File: src/rtl/flash_erase_pkg.sv
package flash_erase_pkg;

    localparam logic [7:0] OPC_PAGE_ERASE  = 8'h81;
    localparam logic [7:0] OPC_BLOCK_ERASE = 8'h50;
    localparam logic [7:0] OPC_STATUS_RD   = 8'hD7;
    localparam int         BLOCK_PAGES     = 8;
    localparam int         READY_BIT       = 7;
    localparam int         ADDR_W          = 24;

    typedef enum logic [2:0] {
        SQ_IDLE,
        SQ_ERASE_GO,
        SQ_ERASE_RUN,
        SQ_POLL_GO,
        SQ_POLL_RUN,
        SQ_GAP
    } seq_state_e;

    typedef enum logic [1:0] {
        FX_IDLE,
        FX_SEND,
        FX_WAIT
    } fx_state_e;

    typedef logic [3:0][7:0] frame_t;

    function automatic logic [ADDR_W-1:0] page_to_addr(input logic [ADDR_W-1:0] page_ext,
                                                       input logic [3:0] shamt);
        return page_ext << shamt;
    endfunction

    function automatic frame_t build_erase_frame(input logic [7:0] opcode,
                                                 input logic [ADDR_W-1:0] addr);
        frame_t f;
        f[0] = opcode;
        f[1] = addr[23:16];
        f[2] = addr[15:8];
        f[3] = 8'h00;
        return f;
    endfunction

    function automatic frame_t build_status_frame();
        frame_t f;
        f[0] = OPC_STATUS_RD;
        f[1] = 8'h00;
        f[2] = 8'h00;
        f[3] = 8'h00;
        return f;
    endfunction

endpackage

File: src/rtl/erase_step_planner.sv
module erase_step_planner
    import flash_erase_pkg::*;
#(
    parameter int PAGE_W = 13,
    parameter int CNT_W  = 14
) (
    input  logic [PAGE_W-1:0] cur_page,
    input  logic [CNT_W-1:0]  remaining,
    input  logic [3:0]        page_shift,
    output logic              use_block,
    output logic [CNT_W-1:0]  step_len,
    output frame_t            erase_frame
);
    localparam logic [CNT_W-1:0] BLK_LEN  = CNT_W'(BLOCK_PAGES);
    localparam logic [CNT_W-1:0] PAGE_LEN = CNT_W'(1);

    logic [ADDR_W-1:0] flash_addr;

    always_comb begin
        use_block   = (cur_page[2:0] == 3'd0) && (remaining >= BLK_LEN);
        step_len    = use_block ? BLK_LEN : PAGE_LEN;
        flash_addr  = page_to_addr(ADDR_W'(cur_page), page_shift);
        erase_frame = build_erase_frame(use_block ? OPC_BLOCK_ERASE : OPC_PAGE_ERASE,
                                        flash_addr);
    end

endmodule

File: src/rtl/spi_frame_engine.sv
module spi_frame_engine
    import flash_erase_pkg::*;
(
    input  logic       clk,
    input  logic       rst,
    input  logic       start,
    input  frame_t     frame_in,
    input  logic [2:0] len_in,
    output logic       sel,
    output logic       tx_valid,
    input  logic       tx_ready,
    output logic [7:0] tx_data,
    input  logic       rx_valid,
    input  logic [7:0] rx_data,
    output logic       frame_done,
    output logic [7:0] last_rx
);
    fx_state_e  st;
    frame_t     frame_q;
    logic [2:0] len_q;
    logic [1:0] idx;
    logic       last_byte;

    assign last_byte = ({1'b0, idx} == (len_q - 3'd1));
    assign tx_valid  = (st == FX_SEND);
    assign tx_data   = frame_q[idx];
    assign sel       = (st != FX_IDLE);

    always_ff @(posedge clk) begin
        if (rst) begin
            st         <= FX_IDLE;
            frame_q    <= '0;
            len_q      <= 3'd0;
            idx        <= 2'd0;
            frame_done <= 1'b0;
            last_rx    <= 8'h00;
        end else begin
            frame_done <= 1'b0;
            case (st)
                FX_IDLE: begin
                    if (start) begin
                        frame_q <= frame_in;
                        len_q   <= len_in;
                        idx     <= 2'd0;
                        st      <= FX_SEND;
                    end
                end
                FX_SEND: begin
                    if (tx_ready) st <= FX_WAIT;
                end
                FX_WAIT: begin
                    if (rx_valid) begin
                        if (last_byte) begin
                            st         <= FX_IDLE;
                            frame_done <= 1'b1;
                            last_rx    <= rx_data;
                        end else begin
                            idx <= idx + 2'd1;
                            st  <= FX_SEND;
                        end
                    end
                end
                default: st <= FX_IDLE;
            endcase
        end
    end

    assert_tx_hold_R8: assert property (@(posedge clk) disable iff (rst)
        (tx_valid && !tx_ready) |=> (tx_valid && $stable(tx_data)));

    assert_sel_drop_after_rx_R6: assert property (@(posedge clk) disable iff (rst)
        $fell(sel) |-> $past(rx_valid));

    assert_start_when_idle_R6: assert property (@(posedge clk) disable iff (rst)
        start |-> !sel);

endmodule

File: src/rtl/poll_gap_timer.sv
module poll_gap_timer #(
    parameter int GAP_W = 8
) (
    input  logic             clk,
    input  logic             rst,
    input  logic             load,
    input  logic [GAP_W-1:0] gap_val,
    output logic             gap_last
);
    logic [GAP_W-1:0] cnt;

    assign gap_last = (cnt == GAP_W'(1));

    always_ff @(posedge clk) begin
        if (rst)              cnt <= '0;
        else if (load)        cnt <= gap_val;
        else if (cnt != '0)   cnt <= cnt - GAP_W'(1);
    end

    assert_gap_load_idle_R7: assert property (@(posedge clk) disable iff (rst)
        load |-> (cnt == '0));

endmodule

File: src/rtl/flash_erase_seq.sv
module flash_erase_seq
    import flash_erase_pkg::*;
#(
    parameter int PAGE_W = 13,
    parameter int CNT_W  = 14,
    parameter int GAP_W  = 8
) (
    input  logic              clk,
    input  logic              rst,
    input  logic              req_valid,
    output logic              req_ready,
    input  logic [PAGE_W-1:0] req_page,
    input  logic [CNT_W-1:0]  req_count,
    input  logic [3:0]        cfg_page_shift,
    input  logic [GAP_W-1:0]  cfg_poll_gap,
    output logic              flash_sel,
    output logic              tx_valid,
    input  logic              tx_ready,
    output logic [7:0]        tx_data,
    input  logic              rx_valid,
    input  logic [7:0]        rx_data,
    output logic              done
);
    seq_state_e        st;
    logic [PAGE_W-1:0] cur_page;
    logic [CNT_W-1:0]  remaining;
    logic [CNT_W-1:0]  step_q;
    logic [3:0]        shift_q;
    logic [GAP_W-1:0]  gap_q;
    logic              done_q;

    logic              plan_block;
    logic [CNT_W-1:0]  plan_step;
    frame_t            plan_frame;

    logic              fx_start;
    frame_t            fx_frame;
    logic [2:0]        fx_len;
    logic              fx_done;
    logic [7:0]        fx_last_rx;
    logic              dev_ready;
    logic              gap_load;
    logic              gap_last;

    erase_step_planner #(.PAGE_W(PAGE_W), .CNT_W(CNT_W)) planner_i (
        .cur_page   (cur_page),
        .remaining  (remaining),
        .page_shift (shift_q),
        .use_block  (plan_block),
        .step_len   (plan_step),
        .erase_frame(plan_frame)
    );

    always_comb begin
        fx_start = (st == SQ_ERASE_GO) || (st == SQ_POLL_GO);
        if (st == SQ_ERASE_GO) begin
            fx_frame = plan_frame;
            fx_len   = 3'd4;
        end else begin
            fx_frame = build_status_frame();
            fx_len   = 3'd2;
        end
    end

    spi_frame_engine engine_i (
        .clk       (clk),
        .rst       (rst),
        .start     (fx_start),
        .frame_in  (fx_frame),
        .len_in    (fx_len),
        .sel       (flash_sel),
        .tx_valid  (tx_valid),
        .tx_ready  (tx_ready),
        .tx_data   (tx_data),
        .rx_valid  (rx_valid),
        .rx_data   (rx_data),
        .frame_done(fx_done),
        .last_rx   (fx_last_rx)
    );

    assign dev_ready = fx_last_rx[READY_BIT];
    assign gap_load  = (st == SQ_POLL_RUN) && fx_done && !dev_ready && (gap_q != '0);

    poll_gap_timer #(.GAP_W(GAP_W)) gap_i (
        .clk     (clk),
        .rst     (rst),
        .load    (gap_load),
        .gap_val (gap_q),
        .gap_last(gap_last)
    );

    assign req_ready = (st == SQ_IDLE);
    assign done      = done_q;

    always_ff @(posedge clk) begin
        if (rst) begin
            st        <= SQ_IDLE;
            cur_page  <= '0;
            remaining <= '0;
            step_q    <= '0;
            shift_q   <= 4'd0;
            gap_q     <= '0;
            done_q    <= 1'b0;
        end else begin
            done_q <= 1'b0;
            case (st)
                SQ_IDLE: begin
                    if (req_valid) begin
                        if (req_count == '0) begin
                            done_q <= 1'b1;
                        end else begin
                            cur_page  <= req_page;
                            remaining <= req_count;
                            shift_q   <= cfg_page_shift;
                            gap_q     <= cfg_poll_gap;
                            st        <= SQ_ERASE_GO;
                        end
                    end
                end
                SQ_ERASE_GO: begin
                    step_q <= plan_step;
                    st     <= SQ_ERASE_RUN;
                end
                SQ_ERASE_RUN: begin
                    if (fx_done) st <= SQ_POLL_GO;
                end
                SQ_POLL_GO: begin
                    st <= SQ_POLL_RUN;
                end
                SQ_POLL_RUN: begin
                    if (fx_done) begin
                        if (dev_ready) begin
                            cur_page  <= cur_page + PAGE_W'(step_q);
                            remaining <= remaining - step_q;
                            if (remaining == step_q) begin
                                done_q <= 1'b1;
                                st     <= SQ_IDLE;
                            end else begin
                                st <= SQ_ERASE_GO;
                            end
                        end else if (gap_q == '0) begin
                            st <= SQ_POLL_GO;
                        end else begin
                            st <= SQ_GAP;
                        end
                    end
                end
                SQ_GAP: begin
                    if (gap_last) st <= SQ_POLL_GO;
                end
                default: st <= SQ_IDLE;
            endcase
        end
    end

    assert_block_aligned_R3: assert property (@(posedge clk) disable iff (rst)
        (st == SQ_ERASE_RUN && step_q == CNT_W'(BLOCK_PAGES)) |-> (cur_page[2:0] == 3'd0));

    assert_step_in_range_R4: assert property (@(posedge clk) disable iff (rst)
        (st == SQ_POLL_RUN) |-> (step_q <= remaining && remaining != '0));

    assert_busy_not_ready_R11: assert property (@(posedge clk) disable iff (rst)
        flash_sel |-> !req_ready);

    assert_done_idle_R9: assert property (@(posedge clk) disable iff (rst)
        done |-> (req_ready && !flash_sel));

endmodule

File: config.mk
export PLATFORM = sky130hd
export DESIGN_NAME = flash_erase_seq
export DESIGN_NICKNAME = d
export VERILOG_FILES = /design/src/rtl/flash_erase_pkg.sv /design/src/rtl/erase_step_planner.sv /design/src/rtl/spi_frame_engine.sv /design/src/rtl/poll_gap_timer.sv /design/src/rtl/flash_erase_seq.sv
export SDC_FILE = /design/constraint.sdc
export NUM_CORES = 1
export LEC_CHECK = 0
export BUFFER_PORTS_ARGS = -buffer_cell sky130_fd_sc_hd__buf_2
export CAP_MARGIN = 0
export CORE_MARGIN = 10
export CORE_UTILIZATION = 52
export DETAILED_ROUTE_END_ITERATION = 8
export GPL_TIMING_DRIVEN = 0
export PLACE_DENSITY_LB_ADDON = 0.15
export SYNTH_ARGS = -nofsm -noshare
export SYNTH_HDL_FRONTEND = slang
export SYNTH_SLANG_ARGS = --single-unit
File: constraint.sdc
create_clock -name clk -period 1.9 [get_ports clk]
set_input_delay 0.285 -clock clk [delete_from_list [all_inputs] [get_ports clk]]
set_output_delay 0.285 -clock clk [all_outputs]
set_load 0.01 [all_outputs]
==> reports/results.md <==
### Run status
* **status** finished, final reports clean

### Setup path
* **Setup crit start kind** register
* **category of the critical setup timing path** reg2reg
* **type of element capturing the critical path** register
* **highest-delay cell along the critical path** or3b_4
* **Top delay family on crit path** simple AND/OR/NAND/NOR gates
* **Worst EP arrival** 2.10 ns
* **maximum fanout along the worst path** 5
* **required time of the worst setup path** 2.13 ns
* **crit path buf inv count** 1
* **Critical Path, Cell by Cell** ha_4, or3b_4, a211oi_4, clkbuf_16, a31oi_1, nor2_1, nor3_1
* **largest stage delay on the critical path** 0.40 ns

### Routing
* **number of detailed-route iterations in the first pass** 5
* **violation count after the first detailed-routing iteration** 481
* **DR vias/cell** 6.27
* **DRC Markers** 0
* **wire length reported by the detailed router** 14600 um
* **routed len/inst** 18.7 um
* **post-route ant nets** 0
* **routed vias** 4905

### GRT
* **via count of the first global-routing pass** 4661
* **overall track demand over capacity in global routing** 21.2%
* **wire length of the first global-routing pass** 23000 um
* **pin count of the biggest net entering global routing** 15
* **Congestion Overflow GR** 0
* **initial antenna violation count** 0

### Die
* **area of the core** 8760 um^2
* **row count** 34
* **Die Width** 115 um
* **Die H** 115 um
* **starting density of the core** 53.7%
* **# IOs** 64
* **full die area** 13300 um^2

### Timing
* **unrepaired setup endpoints after global routing** true
* **highest attainable clock frequency** 533 MHz
* **endpoints failing hold** 0
* **actual slew at the worst max-slew pin** 0.778 ns
* **worst-case setup margin in the final layout** 0.0248 ns
* **share of the cycle needed by the critical path after routing** 98.7%
* **final count of pins violating max slew** 0
* **total of endpoints with negative setup slack in the final report** 0
* **Fin Clk Skew** 0.00951 ns
* **Max-slew headroom** 48.2%
* **minimum hold slack** 0.143 ns
* **post-route minimum period** 1.88 ns

### Logic synthesis
* **main combinational cell family by area after synthesis** simple AND/OR/NAND/NOR gates
* **Post-synth top flop** dfxtp_1
* **unique cell type count in the Yosys netlist** 60
* **proportion of netlist area held by the largest area contributor** 33.6%
* **total standard cell area after synthesis** 4710 um^2
* **sequential fraction of the synthesis area** 33.6%
* **share of flip-flops with an asynchronous set or reset after synthesis** 0%
* **simple-gate share of the synthesized area** 24.4%
* **dominant cells by area after synthesis** dfxtp_1, nor2_1, mux2i_1, a21oi_1, nand2_1
* **library cell occupying the most area in the post-synthesis netlist** dfxtp_1
* **number of storage elements in the synthesis netlist** 79
* **post-synthesis average cell area** 7.90 um^2
* **compound-cell area share of the yosys netlist** 23.1%
* **net count after synthesis** 657
* **EDFF count, synth** 0
* **multiplexer share of the synthesized area** 10.5%
* **Synth Area in Adders** 2.39%
* **Syn. warnings** 0
* **synthesized-area fraction occupied by xor and xnor cells** 0.744%
* **count of mapped cells out of synthesis** 596

### Placed design
* **Port Buf Inserts** 56
* **cell area reported after detailed placement** 5120 um^2
* **worst setup slack after placement** -0.434 ns
* **number of instances in the placed design** 760
* **hpwl dp** 10300 um
* **weighted congestion reported at the end of routability-driven placement** 0.932

### Cells and area
* **commonest non-fill, non-tap cells in the layout** nor2_1, dfxtp_1, buf_2
* **footprint of the flip-flops and latches** 1600 um^2
* **leading cell type in the layout, fill and taps excluded** nor2_1
* **Ant. Diodes** 0
* **share of cells above drive strength 1** 26.0%
* **Final Instance Count excl. Fillers** 782
* **Layout Cell Area excl Fill** 5740 um^2
* **Fillers** 742
* **area of the multi-input gates** 3090 um^2
* **net count of the finished layout** 730
* **synth-to-layout area growth** 21.9%

### Power
* **power density cells** 1210 nW/um^2
* **Worst VDD drop** 0.861 mV
* **cell leakage power** 2.25 nW
* **final total power** 6.97 mW

### Clocking
* **CTS Root Buffer Type** clkbuf_8
* **TritonCTS clock tree** yes
* **Clock transition at path regs** 0.09 ns
* **Clock Path Buffers** 2
* **clock net sink count** 79
* **number of buffers added by the clock tree synthesis step** 9
* **H-tree levels** 3
* **source-to-sink clock delay at the later pin of the worst-skew pair** 0.37 ns

### Worst hold path
* **Tightest Hold Check Type** in2reg

### Run
* **number of maximum-capacitance constraint violations** 0

[area by class of cell]
cell class,instances,area share (%)
Clock inverter,6,1.61
Tap cell,108,2.35
Sequential cell,79,27.9
Inverter,14,0.916
Clock buffer,10,2.22
Multi-Input combinational cell,456,53.8
Timing Repair Buffer,68,6.98
Buffer,41,4.23
[path summary, 6_finish.rpt]
path / from / endpoint / slack (ns) / cells after the start
setup / recovery: step_q[0] / remaining[9] / 0.02 / 7
hold / removal: cfg_poll_gap[4] / gap_q[4] / 0.14 / 3
hold reg to reg: engine_i.frame_q[20] / engine_i.frame_q[20] / 0.48 / 2
setup reg to reg: step_q[0] / remaining[9] / 0.02 / 7
[per-stage QoR]
step,setup TNS (ns),utilization (%)
CTS,0,63.3
finish,0,65.5
global route,-0.0822,65.5
global placement,-7.28,58.5
detailed placement,-9.78,58.5
floorplan,0,-
[synthesized netlist by cell type (4+ instances only)]
cell type,n
a211oi_1,12
a21o_1,7
a21oi_1,53
a222oi_1,8
a22o_1,8
a22oi_1,8
a311oi_1,4
a31oi_1,6
and3_1,7
buf_2,12
clkbuf_1,33
dfxtp_1,79
ha_1,9
inv_1,14
mux2_2,11
mux2i_1,28
mux4_2,4
nand2_1,57
nand2b_1,6
nand3_1,17
nand4_1,8
nor2_1,79
nor2b_1,12
nor3_1,15
nor4_1,7
o21ai_0,33
o22ai_1,5
[metal layers]
layer	vias up	global-route usage (%)	share of wire, %
li1	2322	-	-
met1	2322	26.9	42
met2	225	35.0	48
met3	36	3.39	8.0
met4	0	8.58	2.3
met5	-	0	0
[kinds of logic after synthesis]
logic type      count (synthesis)
xor+xnor                        4
buf+inv                        61
fa+ha+maj                       9
flops                          79
mux                            43
simple gates                  233
compound gates                167
[tightest hold or removal path, stage by stage]
cell	delay [ns]
buf_2	0.07
mux2i_1	0.05
nor2_1	0.07
[flip-flops by register name, summed over array words and instances, names as in the netlist, 2 cells and up]
signal	cells
step_q	2
remaining	14
engine_i.st	2
st	3
gap_i.cnt	8
engine_i.len_q	2
shift_q	4
gap_q	8
engine_i.frame_q	18
engine_i.idx	2
cur_page	13
[timing repair]
item | 4_1_cts | 5_1_grt
hold buffers | 0 | 0
pin swaps | 7 | 13
setup buffers | 7 | 4
endpoints found under the hold margin | 0 | 0
resized for setup | 44 | 57
endpoints found under the setup margin | 56 | 45
gates cloned | 0 | 1
[where the power goes]
group          switching, mW  internal, mW  total (mW)
sequential             0.364          1.97        2.33
combinational           1.74          1.44        3.19
clock                  0.697         0.750        1.45
total                   2.80          4.16        6.97
Power figures use the tool's default switching activity.
